$ cat config.mk
export PLATFORM = sky130hd
export DESIGN_NAME = dds_serial_loader
export DESIGN_NICKNAME = d
export VERILOG_FILES = /design/src/rtl/dds_ser_pkg.sv /design/src/rtl/dds_in_sync.sv /design/src/rtl/dds_mode_ctrl.sv /design/src/rtl/dds_frame_asm.sv /design/src/rtl/dds_active_reg.sv /design/src/rtl/dds_serial_loader.sv
export SDC_FILE = /design/constraint.sdc
export NUM_CORES = 1
export LEC_CHECK = 0
export BUFFER_PORTS_ARGS = -buffer_cell sky130_fd_sc_hd__buf_4
export CELL_PAD_IN_SITES_DETAIL_PLACEMENT = 1
export CELL_PAD_IN_SITES_GLOBAL_PLACEMENT = 2
export CORE_AREA = 4 4 118 120
export DETAILED_ROUTE_END_ITERATION = 10
export DIE_AREA = 0 0 122 124
export GPL_TIMING_DRIVEN = 0
export PLACE_DENSITY = 0.68
export SLEW_MARGIN = 20
export SYNTH_ARGS = -nofsm -noshare
export SYNTH_HDL_FRONTEND = slang
export SYNTH_SLANG_ARGS = --single-unit
export TNS_END_PERCENT = 1
$ cat constraint.sdc
create_clock -name clk -period 2.78 [get_ports clk]
set_input_delay 0.417 -clock clk [delete_from_list [all_inputs] [get_ports clk]]
set_output_delay 0.417 -clock clk [all_outputs]
set_load 0.03 [all_outputs]
$ cat src/rtl/dds_ser_pkg.sv
package dds_ser_pkg;

  localparam int TW_W    = 32;
  localparam int CTL_W   = 2;
  localparam int PH_W    = 5;
  localparam int FRAME_W = TW_W + CTL_W + 1 + PH_W;
  localparam int CNT_W   = $clog2(FRAME_W + 1);

  // Input channel indices on the synchronizer bus
  localparam int CH_UPD  = 0;
  localparam int CH_WCLK = 1;
  localparam int CH_DATA = 2;
  localparam int CH_RST  = 3;
  localparam int N_CH    = 4;

  typedef enum logic [1:0] {
    MODE_IDLE   = 2'd0,
    MODE_ARMED  = 2'd1,
    MODE_SERIAL = 2'd2
  } ld_mode_e;

  // Packed MSB first: phase [39:35], pdn [34], ctl [33:32], tw [31:0]
  typedef struct packed {
    logic [PH_W-1:0]  phase;
    logic             pdn;
    logic [CTL_W-1:0] ctl;
    logic [TW_W-1:0]  tw;
  } dds_frame_t;

endpackage

$ cat src/rtl/dds_in_sync.sv
module dds_in_sync #(
  parameter int            W         = 4,
  parameter int            STAGES    = 2,
  parameter logic [W-1:0]  EDGE_MASK = '0
) (
  input  logic         clk,
  input  logic         rst_n,
  input  logic [W-1:0] async_i,
  output logic [W-1:0] sig_o
);

  for (genvar ch = 0; ch < W; ch++) begin : g_ch
    logic [STAGES-1:0] chain_q;

    always_ff @(posedge clk or negedge rst_n) begin
      if (!rst_n) begin
        chain_q <= '0;
      end else begin
        chain_q <= {chain_q[STAGES-2:0], async_i[ch]};
      end
    end

    if (EDGE_MASK[ch]) begin : g_edge
      logic prev_q;
      always_ff @(posedge clk or negedge rst_n) begin
        if (!rst_n) begin
          prev_q <= 1'b0;
        end else begin
          prev_q <= chain_q[STAGES-1];
        end
      end
      assign sig_o[ch] = chain_q[STAGES-1] & ~prev_q;
    end else begin : g_level
      assign sig_o[ch] = chain_q[STAGES-1];
    end
  end

endmodule

$ cat src/rtl/dds_mode_ctrl.sv
module dds_mode_ctrl
  import dds_ser_pkg::*;
(
  input  logic clk,
  input  logic rst_n,
  input  logic clr_i,
  input  logic wclk_rise_i,
  input  logic upd_rise_i,
  output logic serial_o,
  output logic shift_en_o,
  output logic load_en_o
);

  ld_mode_e mode_q, mode_d;

  always_comb begin
    mode_d = mode_q;
    if (clr_i) begin
      mode_d = MODE_IDLE;
    end else begin
      unique case (mode_q)
        MODE_IDLE:   if (wclk_rise_i) mode_d = MODE_ARMED;
        MODE_ARMED:  if (upd_rise_i)  mode_d = MODE_SERIAL;
        MODE_SERIAL: mode_d = MODE_SERIAL;
        default:     mode_d = MODE_IDLE;
      endcase
    end
  end

  always_ff @(posedge clk or negedge rst_n) begin
    if (!rst_n) begin
      mode_q <= MODE_IDLE;
    end else begin
      mode_q <= mode_d;
    end
  end

  assign serial_o   = (mode_q == MODE_SERIAL);
  // A strobe wins over a coincident word-clock edge
  assign load_en_o  = serial_o && upd_rise_i && !clr_i;
  assign shift_en_o = serial_o && wclk_rise_i && !upd_rise_i && !clr_i;

endmodule

$ cat src/rtl/dds_frame_asm.sv
module dds_frame_asm
  import dds_ser_pkg::*;
(
  input  logic               clk,
  input  logic               rst_n,
  input  logic               clr_i,
  input  logic               shift_en_i,
  input  logic               bit_i,
  input  logic               load_en_i,
  output logic [FRAME_W-1:0] frame_o,
  output logic [CNT_W-1:0]   cnt_o
);

  localparam logic [CNT_W-1:0] CNT_FULL = CNT_W'(FRAME_W);

  logic [FRAME_W-1:0] sr_q, sr_d;
  logic [CNT_W-1:0]   cnt_q, cnt_d;

  always_comb begin
    sr_d  = sr_q;
    cnt_d = cnt_q;
    if (clr_i) begin
      sr_d  = '0;
      cnt_d = '0;
    end else if (load_en_i) begin
      cnt_d = '0;
    end else if (shift_en_i) begin
      sr_d = {bit_i, sr_q[FRAME_W-1:1]};
      if (cnt_q != CNT_FULL) begin
        cnt_d = cnt_q + 1'b1;
      end
    end
  end

  always_ff @(posedge clk or negedge rst_n) begin
    if (!rst_n) begin
      sr_q  <= '0;
      cnt_q <= '0;
    end else begin
      sr_q  <= sr_d;
      cnt_q <= cnt_d;
    end
  end

  assign frame_o = sr_q;
  assign cnt_o   = cnt_q;

endmodule

$ cat src/rtl/dds_active_reg.sv
module dds_active_reg
  import dds_ser_pkg::*;
(
  input  logic               clk,
  input  logic               rst_n,
  input  logic               clr_i,
  input  logic               load_en_i,
  input  logic [FRAME_W-1:0] frame_i,
  input  logic [CNT_W-1:0]   cnt_i,
  output logic [TW_W-1:0]    tw_o,
  output logic [PH_W-1:0]    phase_o,
  output logic               pdn_o,
  output logic               err_o,
  output logic               short_o
);

  localparam logic [CNT_W-1:0] CNT_FULL = CNT_W'(FRAME_W);

  dds_frame_t in_f;
  dds_frame_t act_q, act_d;
  logic       err_q, err_d;
  logic       short_q, short_d;

  assign in_f = dds_frame_t'(frame_i);

  always_comb begin
    act_d   = act_q;
    err_d   = err_q;
    short_d = short_q;
    if (clr_i) begin
      act_d   = '0;
      err_d   = 1'b0;
      short_d = 1'b0;
    end else if (load_en_i) begin
      act_d   = in_f;
      err_d   = err_q | (|in_f.ctl);
      short_d = (cnt_i != CNT_FULL);
    end
  end

  always_ff @(posedge clk or negedge rst_n) begin
    if (!rst_n) begin
      act_q   <= '0;
      err_q   <= 1'b0;
      short_q <= 1'b0;
    end else begin
      act_q   <= act_d;
      err_q   <= err_d;
      short_q <= short_d;
    end
  end

  assign tw_o    = act_q.tw;
  assign phase_o = act_q.phase;
  assign pdn_o   = act_q.pdn;
  assign err_o   = err_q;
  assign short_o = short_q;

endmodule

$ cat src/rtl/dds_serial_loader.sv
module dds_serial_loader
  import dds_ser_pkg::*;
(
  input  logic            clk,
  input  logic            rst_n,
  input  logic            dds_rst_i,
  input  logic            dds_data_i,
  input  logic            dds_wclk_i,
  input  logic            dds_upd_i,
  output logic [TW_W-1:0] tune_word_o,
  output logic [PH_W-1:0] phase_o,
  output logic            pwr_down_o,
  output logic            serial_mode_o,
  output logic            ctrl_err_o,
  output logic            short_frame_o
);

  localparam logic [N_CH-1:0] EDGE_CH = N_CH'((1 << CH_UPD) | (1 << CH_WCLK));

  // Asynchronous assertion, synchronous release
  logic [1:0] rst_sync_q;
  logic       rst_n_int;

  always_ff @(posedge clk or negedge rst_n) begin
    if (!rst_n) begin
      rst_sync_q <= 2'b00;
    end else begin
      rst_sync_q <= {rst_sync_q[0], 1'b1};
    end
  end
  assign rst_n_int = rst_sync_q[1];

  logic [N_CH-1:0] raw_in, sync_sig;
  assign raw_in[CH_UPD]  = dds_upd_i;
  assign raw_in[CH_WCLK] = dds_wclk_i;
  assign raw_in[CH_DATA] = dds_data_i;
  assign raw_in[CH_RST]  = dds_rst_i;

  dds_in_sync #(
    .W         (N_CH),
    .STAGES    (2),
    .EDGE_MASK (EDGE_CH)
  ) u_sync (
    .clk     (clk),
    .rst_n   (rst_n_int),
    .async_i (raw_in),
    .sig_o   (sync_sig)
  );

  logic ext_clr, data_s, wclk_rise, upd_rise;
  assign ext_clr   = sync_sig[CH_RST];
  assign data_s    = sync_sig[CH_DATA];
  assign wclk_rise = sync_sig[CH_WCLK];
  assign upd_rise  = sync_sig[CH_UPD];

  logic shift_en, load_en;

  dds_mode_ctrl u_mode (
    .clk         (clk),
    .rst_n       (rst_n_int),
    .clr_i       (ext_clr),
    .wclk_rise_i (wclk_rise),
    .upd_rise_i  (upd_rise),
    .serial_o    (serial_mode_o),
    .shift_en_o  (shift_en),
    .load_en_o   (load_en)
  );

  logic [FRAME_W-1:0] frame;
  logic [CNT_W-1:0]   bit_cnt;

  dds_frame_asm u_asm (
    .clk        (clk),
    .rst_n      (rst_n_int),
    .clr_i      (ext_clr),
    .shift_en_i (shift_en),
    .bit_i      (data_s),
    .load_en_i  (load_en),
    .frame_o    (frame),
    .cnt_o      (bit_cnt)
  );

  dds_active_reg u_act (
    .clk       (clk),
    .rst_n     (rst_n_int),
    .clr_i     (ext_clr),
    .load_en_i (load_en),
    .frame_i   (frame),
    .cnt_i     (bit_cnt),
    .tw_o      (tune_word_o),
    .phase_o   (phase_o),
    .pdn_o     (pwr_down_o),
    .err_o     (ctrl_err_o),
    .short_o   (short_frame_o)
  );

endmodule

==> flow_metrics.env <==
export IMPL_finalSetupViolCount=0
export IMPL_ys_seq_elements=100
export IMPL_drv_slew=0
export IMPL_period_share=0.641
export IMPL_synth_edf_count=0
export IMPL_hp_class="primary input to register"
export IMPL_num_nets_final=408
export IMPL_yosys_warnings=0
export IMPL_rows=42
export IMPL_setup_slack_ns=0.997
export IMPL_yosysMostFrequentCell="dfrtp_1"
export IMPL_drcViolationCount=0
export IMPL_synth_area_mm2=0.00382
export IMPL_wl_per_cell_um=15.6
export IMPL_grt_first_pass_wirelength_mm=15.2
export IMPL_syn_area_per_cell_um2=11.3
export IMPL_n_fill_cell=1464
export IMPL_drtAntennaViolNets=0
export IMPL_antennaDiodeCount=0
export IMPL_p_per_area_mw_per_mm2=584
export IMPL_setup_tns_ns=0
export IMPL_via_count=2674
export IMPL_drt_iter0_markers=102
export IMPL_grt_ovfl_total=0
export IMPL_fmax_mhz=561
export IMPL_cts_sinks=100
export IMPL_cts_root_buf="clkbuf_16"
export IMPL_antenna_found_initial=0
export IMPL_required_ns=3.03
export IMPL_wirelength_mm=8.97
export IMPL_rsz0062_at_grt="false"
export IMPL_netlist_top_cells_count="dfrtp_1, nand2_1, a21oi_1, a22o_1, buf_2"
export IMPL_max_slew_margin=0.579
export IMPL_dp_slack_ns=0.960
export IMPL_synthFlopType="dfrtp_1"
export IMPL_critPathKind="register to register"
export IMPL_first_global_vias=2894
export IMPL_yosysTopAreaCell="dfrtp_1"
export IMPL_async_flop_share=1.00
export IMPL_start_kind="register"
export IMPL_area_sequential_mm2=0.00251
export IMPL_portBuffers=46
export IMPL_p_leak_uw=0.00215
export IMPL_hold_violations=0
export IMPL_first_pass_iters=6
export IMPL_ctsResizeCount=0
export IMPL_area_delta_synth_final_pct=22.5
export IMPL_maxCapViolations=0
export IMPL_tightest_slew_ns=0.632
export IMPL_cts_tree="yes"
export IMPL_cts_buffers=9
export IMPL_syn_inst=338
export IMPL_dp_hpwl_mm=5.95
export IMPL_grtUsageTotal=0.132
export IMPL_status="completed"
export IMPL_synth_top_area_share=0.656
export IMPL_worstPathArrival_ns=2.03
export IMPL_path_clk_slew_ns=0.07
export IMPL_h_tree_depth=3
export IMPL_syn_num_nets=349
export IMPL_cts_setup_buffers=0
export IMPL_multi_input_area_mm2=0.00117
export IMPL_synthTopCellsByArea="dfrtp_1, a22o_1, nand2_1, a21oi_1, buf_2"
export IMPL_die_h_um=124
export IMPL_chipWidth_um=122
export IMPL_initial_core_util=0.294
export IMPL_cts_hold_buffers=1
export IMPL_clock_path_buffers=2
export IMPL_cp_end_kind="register"
export IMPL_core_area_mm2=0.0130
export IMPL_clk_latency_ns=0.35
export IMPL_synth_cell_type_count=34
export IMPL_final_util=0.360
export IMPL_routabilityCongestion=0.797
export IMPL_dp_cells=561
export IMPL_ys_seq_area_frac=0.656
export IMPL_fin_total_pwr_uw=2730
export IMPL_layout_drive_gt1_share=0.205
export IMPL_final_cells=576
export IMPL_dieArea_mm2=0.0151
export IMPL_grt_max_degree=55
export IMPL_path_max_fanout=10
export IMPL_min_period_ns=1.78
export IMPL_via_per_inst=4.64
export IMPL_clock_skew_ns=0.00722
export IMPL_ios=47
export IMPL_ir_drop_mv=0.286
per-stage QoR:
step | cell area, um^2 | hold slack [ns]
final | 4670 | 0.167
after global routing | 4670 | 0.149
after CTS | 4670 | 0.152
after detailed placement | 4410 | 0.200
after global placement | 4380 | 0.199
after floorplan | 3820 | 0.121
cells in the final DEF, fill, tap and decap left out, types with 2 or more instances in the layout:
| master | n |
|---|---|
| clkbuf_1 | 8 |
| clkbuf_16 | 9 |
| a22o_1 | 38 |
| clkinv_2 | 2 |
| o21ai_1 | 6 |
| inv_1 | 6 |
| xnor2_1 | 2 |
| and3_1 | 2 |
| or3_1 | 2 |
| nor2_1 | 3 |
| nand2b_1 | 2 |
| buf_4 | 46 |
| nand2_1 | 84 |
| ha_1 | 5 |
| a21oi_1 | 46 |
| dfrtp_1 | 99 |
| buf_2 | 16 |
report_power, final:
part | total [uW] | internal (uW) | switching (uW)
sequential | 1490 | 1470 | 21.4
clock | 1130 | 595 | 533
combinational | 114 | 33.9 | 79.6
total | 2730 | 2100 | 634
metal layers:
layer,global-route usage,share of wire,vias to the layer above
met5,0,0,-
met4,0.0553,0.020,0
met3,0.0418,0.039,11
met2,0.203,0.47,44
met1,0.174,0.47,1349
li1,-,-,1270
sequential cells by signal, indices dropped and copies added (netlist names):
signal                     flops
u_asm.frame_o                 40
u_act.tw_o                    32
u_sync.g_ch.chain_q            8
u_asm.cnt_o                    6
u_act.phase_o                  5
rst_sync_q                     2
u_mode.mode_q                  2
u_sync.g_ch.g_edge.prev_q      2
u_act.err_o                    1
u_act.pdn_o                    1
u_act.short_o                  1
critical path: stages, from the launching register on:
cell	delay (ns)
dfrtp_1	0.37
inv_1	0.07
ha_1	0.29
a21oi_1	0.38
buf_2	0.33
o211ai_1	0.14
o31ai_1	0.09
final timing paths:
path | start | end | slack, ns | depth (start not counted)
setup / recovery | u_mode.mode_q[0]$_DFFE_PN0P_ | u_asm.cnt_o[1]$_DFFE_PN0P_ | 1.0 | 6
hold / removal | dds_wclk_i | u_sync.g_ch[1].chain_q[0]$_DFF_PN0_ | 0.17 | 1
setup reg to reg | u_mode.mode_q[0]$_DFFE_PN0P_ | u_asm.cnt_o[1]$_DFFE_PN0P_ | 1.0 | 6
hold reg to reg | rst_sync_q[1]$_DFF_PN0_ | u_sync.g_ch[3].chain_q[0]$_DFF_PN0_ | 0.35 | 0
max in group asynchronous | rst_sync_q[1]$_DFF_PN0_ | u_asm.cnt_o[1]$_DFFE_PN0P_ | 1.75 | 1
min in group asynchronous | rst_sync_q[1]$_DFF_PN0_ | u_sync.g_ch[3].chain_q[0]$_DFF_PN0_ | 0.35 | 0
area by class of cell:
cell class | count | share of cell area
Buffer | 23 | 0.0244
Sequential cell | 100 | 0.536
Timing Repair Buffer | 48 | 0.0819
Clock inverter | 3 | 0.00375
Inverter | 7 | 0.00562
Multi-Input combinational cell | 208 | 0.251
Clock buffer | 11 | 0.0498
Tap cell | 176 | 0.0471
logic make-up after synthesis:
| logic type | count (synthesis) | share of synthesized area |
|---|---|---|
| AO/OA/AOI/OAI | 95 | 0.165 |
| XOR/XNOR | 2 | 0.00459 |
| adder cells (fa/ha/maj) | 5 | 0.0164 |
| buffers and inverters | 30 | 0.0367 |
| flip-flops | 100 | 0.656 |
| other | 1 | 0.000983 |
| AND/OR/NAND/NOR | 105 | 0.121 |
Note: power is estimated with default switching activity, not from simulation.
